===== src/rtl/tmr16_pkg.sv =====
package tmr16_pkg;

    localparam int BYTE_W = 8;

    localparam int CTRL_RUN  = 0;
    localparam int CTRL_MODE = 1;
    localparam int CTRL_SRC  = 2;
    localparam int CTRL_FLAG = 3;

    typedef enum logic [1:0] {
        SEL_LO   = 2'd0,
        SEL_HI   = 2'd1,
        SEL_CTRL = 2'd2,
        SEL_NONE = 2'd3
    } reg_sel_e;

    typedef struct packed {
        logic [BYTE_W-1:0] lo;
        logic [BYTE_W-1:0] hi;
        logic              run;
        logic              mode;   // 0: 16-bit, 1: 8-bit reload
        logic              src;    // 0: machine cycles, 1: events
        logic              flag;
        logic              ovf;
    } tmr_state_t;

endpackage


===== src/rtl/tmr16_prescale.sv =====
module tmr16_prescale #(
    parameter int DIV = 12
) (
    input  logic clk,
    input  logic rst_n,
    input  logic en,
    output logic tick
);
    localparam int CW = (DIV > 1) ? $clog2(DIV) : 1;
    localparam logic [CW-1:0] LAST = CW'(DIV - 1);

    logic [CW-1:0] cnt_d, cnt_q;

    always_comb begin
        cnt_d = cnt_q;
        if (!en)
            cnt_d = '0;
        else if (cnt_q == LAST)
            cnt_d = '0;
        else
            cnt_d = cnt_q + 1'b1;
    end

    always_ff @(posedge clk or negedge rst_n) begin
        if (!rst_n) cnt_q <= '0;
        else        cnt_q <= cnt_d;
    end

    assign tick = en && (cnt_q == LAST);

    assert_cnt_range_R4: assert property (@(posedge clk) disable iff (!rst_n)
        cnt_q <= LAST);

    generate
        if (DIV > 1) begin : g_gap
            assert_tick_gap_R4: assert property (@(posedge clk) disable iff (!rst_n)
                tick |=> !tick);
        end
    endgenerate

endmodule


===== src/rtl/tmr16_evt_edge.sv =====
module tmr16_evt_edge #(
    parameter int STAGES = 2
) (
    input  logic clk,
    input  logic rst_n,
    input  logic evt_in,
    output logic fall
);
    logic [STAGES:0] sync_d, sync_q;

    always_comb begin
        sync_d = {sync_q[STAGES-1:0], evt_in};
    end

    always_ff @(posedge clk or negedge rst_n) begin
        if (!rst_n) sync_q <= '0;
        else        sync_q <= sync_d;
    end

    // oldest stage high, next newer stage low: a 1-to-0 transition
    assign fall = sync_q[STAGES] & ~sync_q[STAGES-1];

    assert_fall_single_R5: assert property (@(posedge clk) disable iff (!rst_n)
        fall |=> !fall);

endmodule


===== src/rtl/tmr16_core.sv =====
module tmr16_core
    import tmr16_pkg::*;
(
    input  logic              clk,
    input  logic              rst_n,
    input  logic              wr_en,
    input  logic [1:0]        wr_sel,
    input  logic [BYTE_W-1:0] wr_data,
    input  logic              tick,
    input  logic              fall,
    output logic [BYTE_W-1:0] lo_o,
    output logic [BYTE_W-1:0] hi_o,
    output logic [BYTE_W-1:0] ctrl_o,
    output logic              run_o,
    output logic              src_o,
    output logic              ovf_o
);
    tmr_state_t st_d, st_q;
    logic adv;
    logic ovf_evt;
    logic [2*BYTE_W-1:0] pair;

    always_comb begin
        st_d     = st_q;
        st_d.ovf = 1'b0;
        ovf_evt  = 1'b0;
        pair     = {st_q.hi, st_q.lo};
        adv      = st_q.run && (st_q.src ? fall : tick);

        if (adv) begin
            if (!st_q.mode) begin
                {st_d.hi, st_d.lo} = pair + 1'b1;
                ovf_evt = &pair;
            end else if (&st_q.lo) begin
                st_d.lo = st_q.hi;
                ovf_evt = 1'b1;
            end else begin
                st_d.lo = st_q.lo + 1'b1;
            end
        end

        if (wr_en) begin
            case (reg_sel_e'(wr_sel))
                SEL_LO:   st_d.lo = wr_data;
                SEL_HI:   st_d.hi = wr_data;
                SEL_CTRL: begin
                    st_d.run  = wr_data[CTRL_RUN];
                    st_d.mode = wr_data[CTRL_MODE];
                    st_d.src  = wr_data[CTRL_SRC];
                    st_d.flag = wr_data[CTRL_FLAG];
                end
                default: ;
            endcase
        end

        // hardware set outranks a same-cycle software clear
        if (ovf_evt) begin
            st_d.flag = 1'b1;
            st_d.ovf  = 1'b1;
        end
    end

    always_ff @(posedge clk or negedge rst_n) begin
        if (!rst_n) st_q <= '0;
        else        st_q <= st_d;
    end

    assign lo_o   = st_q.lo;
    assign hi_o   = st_q.hi;
    assign ctrl_o = {{(BYTE_W-4){1'b0}}, st_q.flag, st_q.src, st_q.mode, st_q.run};
    assign run_o  = st_q.run;
    assign src_o  = st_q.src;
    assign ovf_o  = st_q.ovf;

    assert_frozen_R3: assert property (@(posedge clk) disable iff (!rst_n)
        (!st_q.run && !wr_en) |=> $stable({st_q.hi, st_q.lo}));

    assert_flag_sticky_R8: assert property (@(posedge clk) disable iff (!rst_n)
        (st_q.flag && !(wr_en && wr_sel == SEL_CTRL)) |=> st_q.flag);

    assert_pulse_flag_R9: assert property (@(posedge clk) disable iff (!rst_n)
        st_q.ovf |-> st_q.flag);

    assert_pulse_width_R9: assert property (@(posedge clk) disable iff (!rst_n)
        st_q.ovf |=> !st_q.ovf);

    assert_wrap_zero_R6: assert property (@(posedge clk) disable iff (!rst_n)
        (st_q.ovf && !st_q.mode && !$past(wr_en)) |-> ({st_q.hi, st_q.lo} == '0));

    assert_reload_R7: assert property (@(posedge clk) disable iff (!rst_n)
        (st_q.ovf && st_q.mode && !$past(wr_en)) |-> (st_q.lo == st_q.hi));

endmodule


===== src/rtl/tmr16_top.sv =====
module tmr16_top
    import tmr16_pkg::*;
#(
    parameter int DIV         = 12,
    parameter int SYNC_STAGES = 2
) (
    input  logic              clk,
    input  logic              rst_n,
    input  logic              wr_en,
    input  logic [1:0]        wr_sel,
    input  logic [BYTE_W-1:0] wr_data,
    input  logic [1:0]        rd_sel,
    output logic [BYTE_W-1:0] rd_data,
    input  logic              evt_in,
    output logic              ovf_pulse
);
    logic tick, fall, run, src;
    logic [BYTE_W-1:0] lo, hi, ctrl;

    tmr16_prescale #(.DIV(DIV)) u_pre (
        .clk  (clk),
        .rst_n(rst_n),
        .en   (run & ~src),
        .tick (tick)
    );

    tmr16_evt_edge #(.STAGES(SYNC_STAGES)) u_edge (
        .clk   (clk),
        .rst_n (rst_n),
        .evt_in(evt_in),
        .fall  (fall)
    );

    tmr16_core u_core (
        .clk    (clk),
        .rst_n  (rst_n),
        .wr_en  (wr_en),
        .wr_sel (wr_sel),
        .wr_data(wr_data),
        .tick   (tick),
        .fall   (fall),
        .lo_o   (lo),
        .hi_o   (hi),
        .ctrl_o (ctrl),
        .run_o  (run),
        .src_o  (src),
        .ovf_o  (ovf_pulse)
    );

    always_comb begin
        case (reg_sel_e'(rd_sel))
            SEL_LO:   rd_data = lo;
            SEL_HI:   rd_data = hi;
            SEL_CTRL: rd_data = ctrl;
            default:  rd_data = '0;
        endcase
    end

endmodule


===== config.mk =====
export PLATFORM = sky130hd
export DESIGN_NAME = tmr16_top
export DESIGN_NICKNAME = d
export VERILOG_FILES = /design/src/rtl/tmr16_pkg.sv /design/src/rtl/tmr16_prescale.sv /design/src/rtl/tmr16_evt_edge.sv /design/src/rtl/tmr16_core.sv /design/src/rtl/tmr16_top.sv
export SDC_FILE = /design/constraint.sdc
export NUM_CORES = 1
export LEC_CHECK = 0
export ABC_AREA = 0
export BUFFER_PORTS_ARGS = -buffer_cell sky130_fd_sc_hd__buf_2
export CORE_MARGIN = 2
export CORE_UTILIZATION = 50
export CTS_CLUSTER_SIZE = 10
export DETAILED_ROUTE_END_ITERATION = 6
export PLACE_DENSITY = 0.8
export SLEW_MARGIN = 20
export SYNTH_ARGS = -nofsm -noshare
export SYNTH_HDL_FRONTEND = slang
export SYNTH_HIERARCHICAL = 1
export SYNTH_SLANG_ARGS = --single-unit
export TNS_END_PERCENT = 50

===== constraint.sdc =====
create_clock -name clk -period 2.6 [get_ports clk]
set_input_delay 0.13 -clock clk [delete_from_list [all_inputs] [get_ports clk]]
set_output_delay 0.13 -clock clk [all_outputs]
set_load 0.1 [all_outputs]

==> flow_summary.json <==
{
  "drt-initial-drc-count": 144,
  "drive_gt1_frac": 0.198,
  "route.antenna.remaining_nets": 0,
  "finalPower_mw": 1.37,
  "clock-sinks": 28,
  "period_share": 0.797,
  "drtPass1Iterations": 4,
  "cts_resized": 0,
  "design_area_um2": 2150,
  "ctsHoldBuffers": 2,
  "avgViaCountPerCell": 6.08,
  "rsz0062_at_grt": "false",
  "leakage_nw": 0.889,
  "final_common_cell": "dfrtp_1",
  "swShare": 0.421,
  "worstPathRequired_ns": 2.72,
  "async_flop_share": 1.00,
  "setup-tns-final_ns": 0,
  "post-synth-top-area-cell": "dfrtp_1",
  "coreArea_um2": 3740,
  "powerDensity_nw_per_um2": 636,
  "ys_warn_count": 6,
  "final_cell_mix": "dfrtp_1 (28), buf_2 (24), nand2_1 (20), mux2i_1 (17), nor2_1 (13)",
  "crit_slowest_cell": "dfrtp_1",
  "grt_max_degree": 29,
  "htree_levels": 1,
  "synth_seq_cells": 28,
  "tritoncts": "built",
  "place_ws_ns": 0.573,
  "ir_worst_vdd_uv": 270,
  "io_buffers": 24,
  "fmax_mhz": 482,
  "cp-end-kind": "register",
  "min_period_ns": 2.07,
  "p_sw_uw": 575,
  "place_area_um2": 2070,
  "outcome": "complete, no violations",
  "gp_congestion": 0.875,
  "track_usage": 0.224,
  "die_width_um": 67.1,
  "clock-root-buffer": "clkbuf_8",
  "grt_pass1_wl_mm": 7.53,
  "wl_mm": 4.53,
  "ys.flop_type": "dfrtp_1",
  "drv_slew": 0,
  "path_cells": "nor2b_1, and2_1, mux2_2, nand2_1, o311ai_0, o311ai_0",
  "share_seq_of_total_power": 0.462,
  "io_pins": 25,
  "core.rowCount": 22,
  "avgSynthCellArea_um2": 9.51,
  "overflow": 0,
  "synthTopCellsByArea": "dfrtp_1 (35%), mux2i_1 (8.6%), nand2_1 (3.8%)",
  "start_kind": "register",
  "initial_core_util": 0.531,
  "worst_path_largest_cell_delay_ns": 0.49,
  "relSlewSlack": 0.572,
  "tightest_slew_ns": 0.639,
  "cp.arrival_ns": 2.19,
  "crit_buf_inv": 0,
  "drc": 0,
  "final_nets": 246,
  "critPathMostFrequentCell": "o311ai_0",
  "setup_ws_ns": 0.527,
  "wl_per_cell_um": 16.5,
  "path_delay_family": "simple AND/OR/NAND/NOR gates",
  "die_y_um": 67.1,
  "synth_cells": 209,
  "clock_latency_ns": 0.28,
  "pwr-share-comb": 0.341,
  "cp_max_fo": 9,
  "grt_pass1_vias": 1489,
  "synth_edf_count": 0,
  "diodes": 0,
  "area_growth_pct": 8.06,
  "finalSetupViolCount": 0,
  "numCtsBuffers": 3,
  "skew_ns": 0.00687,
  "synth_top_area_share": 0.352,
  "antenna_found_initial": 0,
  "clkPwrFrac": 0.197,
  "cts_buffer_depth": 2,
  "hpwl_mm": 3.24,
  "synth_cell_types": 54,
  "p_int_uw": 791,
  "post_cts_buffers": 0,
  "vias": 1671,
  "seq_area_frac_synth": 0.352,
  "worstSetupPathType": "reg -> reg",
  "clk_pin_slew_worst_paths_ns": 0.09,
  "hold_class": "in -> reg",
  "syn_area_um2": 1990,
  "drv_cap": 0,
  "die_area_um2": 4500,
  "finalHoldViolCount": 0
}
==> state kept, by name (all words and copies together) (netlist names) <==
name,count
u_edge/sync_q,3
u_core/ctrl_o,2
u_core/src_o,1
u_core/lo_o,8
u_core/ovf_o,1
u_core/run_o,1
u_pre/cnt_q,4
u_core/hi_o,8
==> worst reg2reg max path, delay by kind of cell (launching register included) <==
kind / cells / cell delay (ns)
AO/OA/AOI/OAI: 2 / 0.57
flip-flops: 1 / 0.49
AND/OR/NAND/NOR: 3 / 0.66
multiplexers: 1 / 0.21
==> metal layers <==
metal	track usage	routed length [um]	up-vias	part of all wire
met5	0	0	-	0
met2	0.325	2010	65	0.44
met1	0.339	2150	801	0.47
met4	0.0765	69	0	0.015
met3	0.0253	298	7	0.066
li1	-	-	798	-
==> logic make-up (layout without fill, tap and decap cells) <==
family                     after synthesis  after routing  synth area share
buffers and inverters                   18             33            0.0592
muxes                                   22             22             0.120
xor gates and xnor gates                 3              3            0.0132
AOI/OAI and AO/OA                       38             38             0.137
and+or+nand+nor                         97             97             0.305
DFF                                     28             28             0.352
other                                    1              4           0.00189
adders and majority gates                2              2            0.0126
==> path summary, 6_finish.rpt <==
path / from / to / slack, ns / cells after the start
max in group asynchronous: rst_n / u_core/hi_o[2] / 1.78 / 2
min in group asynchronous: rst_n / u_edge/sync_q[2] / 0.41 / 2
min reg2reg: u_edge/sync_q[0] / u_edge/sync_q[1] / 0.35 / 0
min: wr_data[6] / u_core/lo_o[6] / 0.07 / 3
max reg2reg: u_core/run_o / u_core/lo_o[3] / 0.53 / 6
max: u_core/run_o / u_core/lo_o[3] / 0.53 / 6
==> layout make-up <==
class	instances	area, um2
multi-input cells	166	1180
clock buffers	4	55.1
flip-flops and latches	28	701
well taps	48	60.1
repair buffers	26	140
fillers	340	1600
inverters	3	11.3
==> synth_stat cells (all sizes together) (3+ instances only) <==
cell	count
mux2	4
nor3b	4
and3	5
nand2	20
nor3	8
buf	11
inv	3
mux2i	18
nand3	11
clkbuf	4
a21oi	6
nand4	6
dfrtp	28
nand3b	4
nor4	6
nor2	13
and2	8
nor2b	5
a31oi	3
o2bb2ai	8
o21ai	7
==> stage by stage <==
step,hold slack (ns),instances,utilization
2_1_floorplan,-0.166,212,-
3_3_place_gp,0.184,269,0.554
3_5_place_dp,0.190,269,0.554
4_1_cts,0.0673,275,0.574
5_1_grt,0.0651,275,0.574
6_report,0.0664,275,0.574
==> power by group through the flow <==
stage               Combinational [mW]  Clock, mW  Sequential, mW
floorplan                        0.416          0           0.586
global placement                 0.451          0           0.635
detailed placement               0.459          0           0.636
CTS                              0.464      0.276           0.628
global route                     0.500      0.297           0.646
finish                           0.466      0.269           0.630
(Power assumes the default switching activity.)
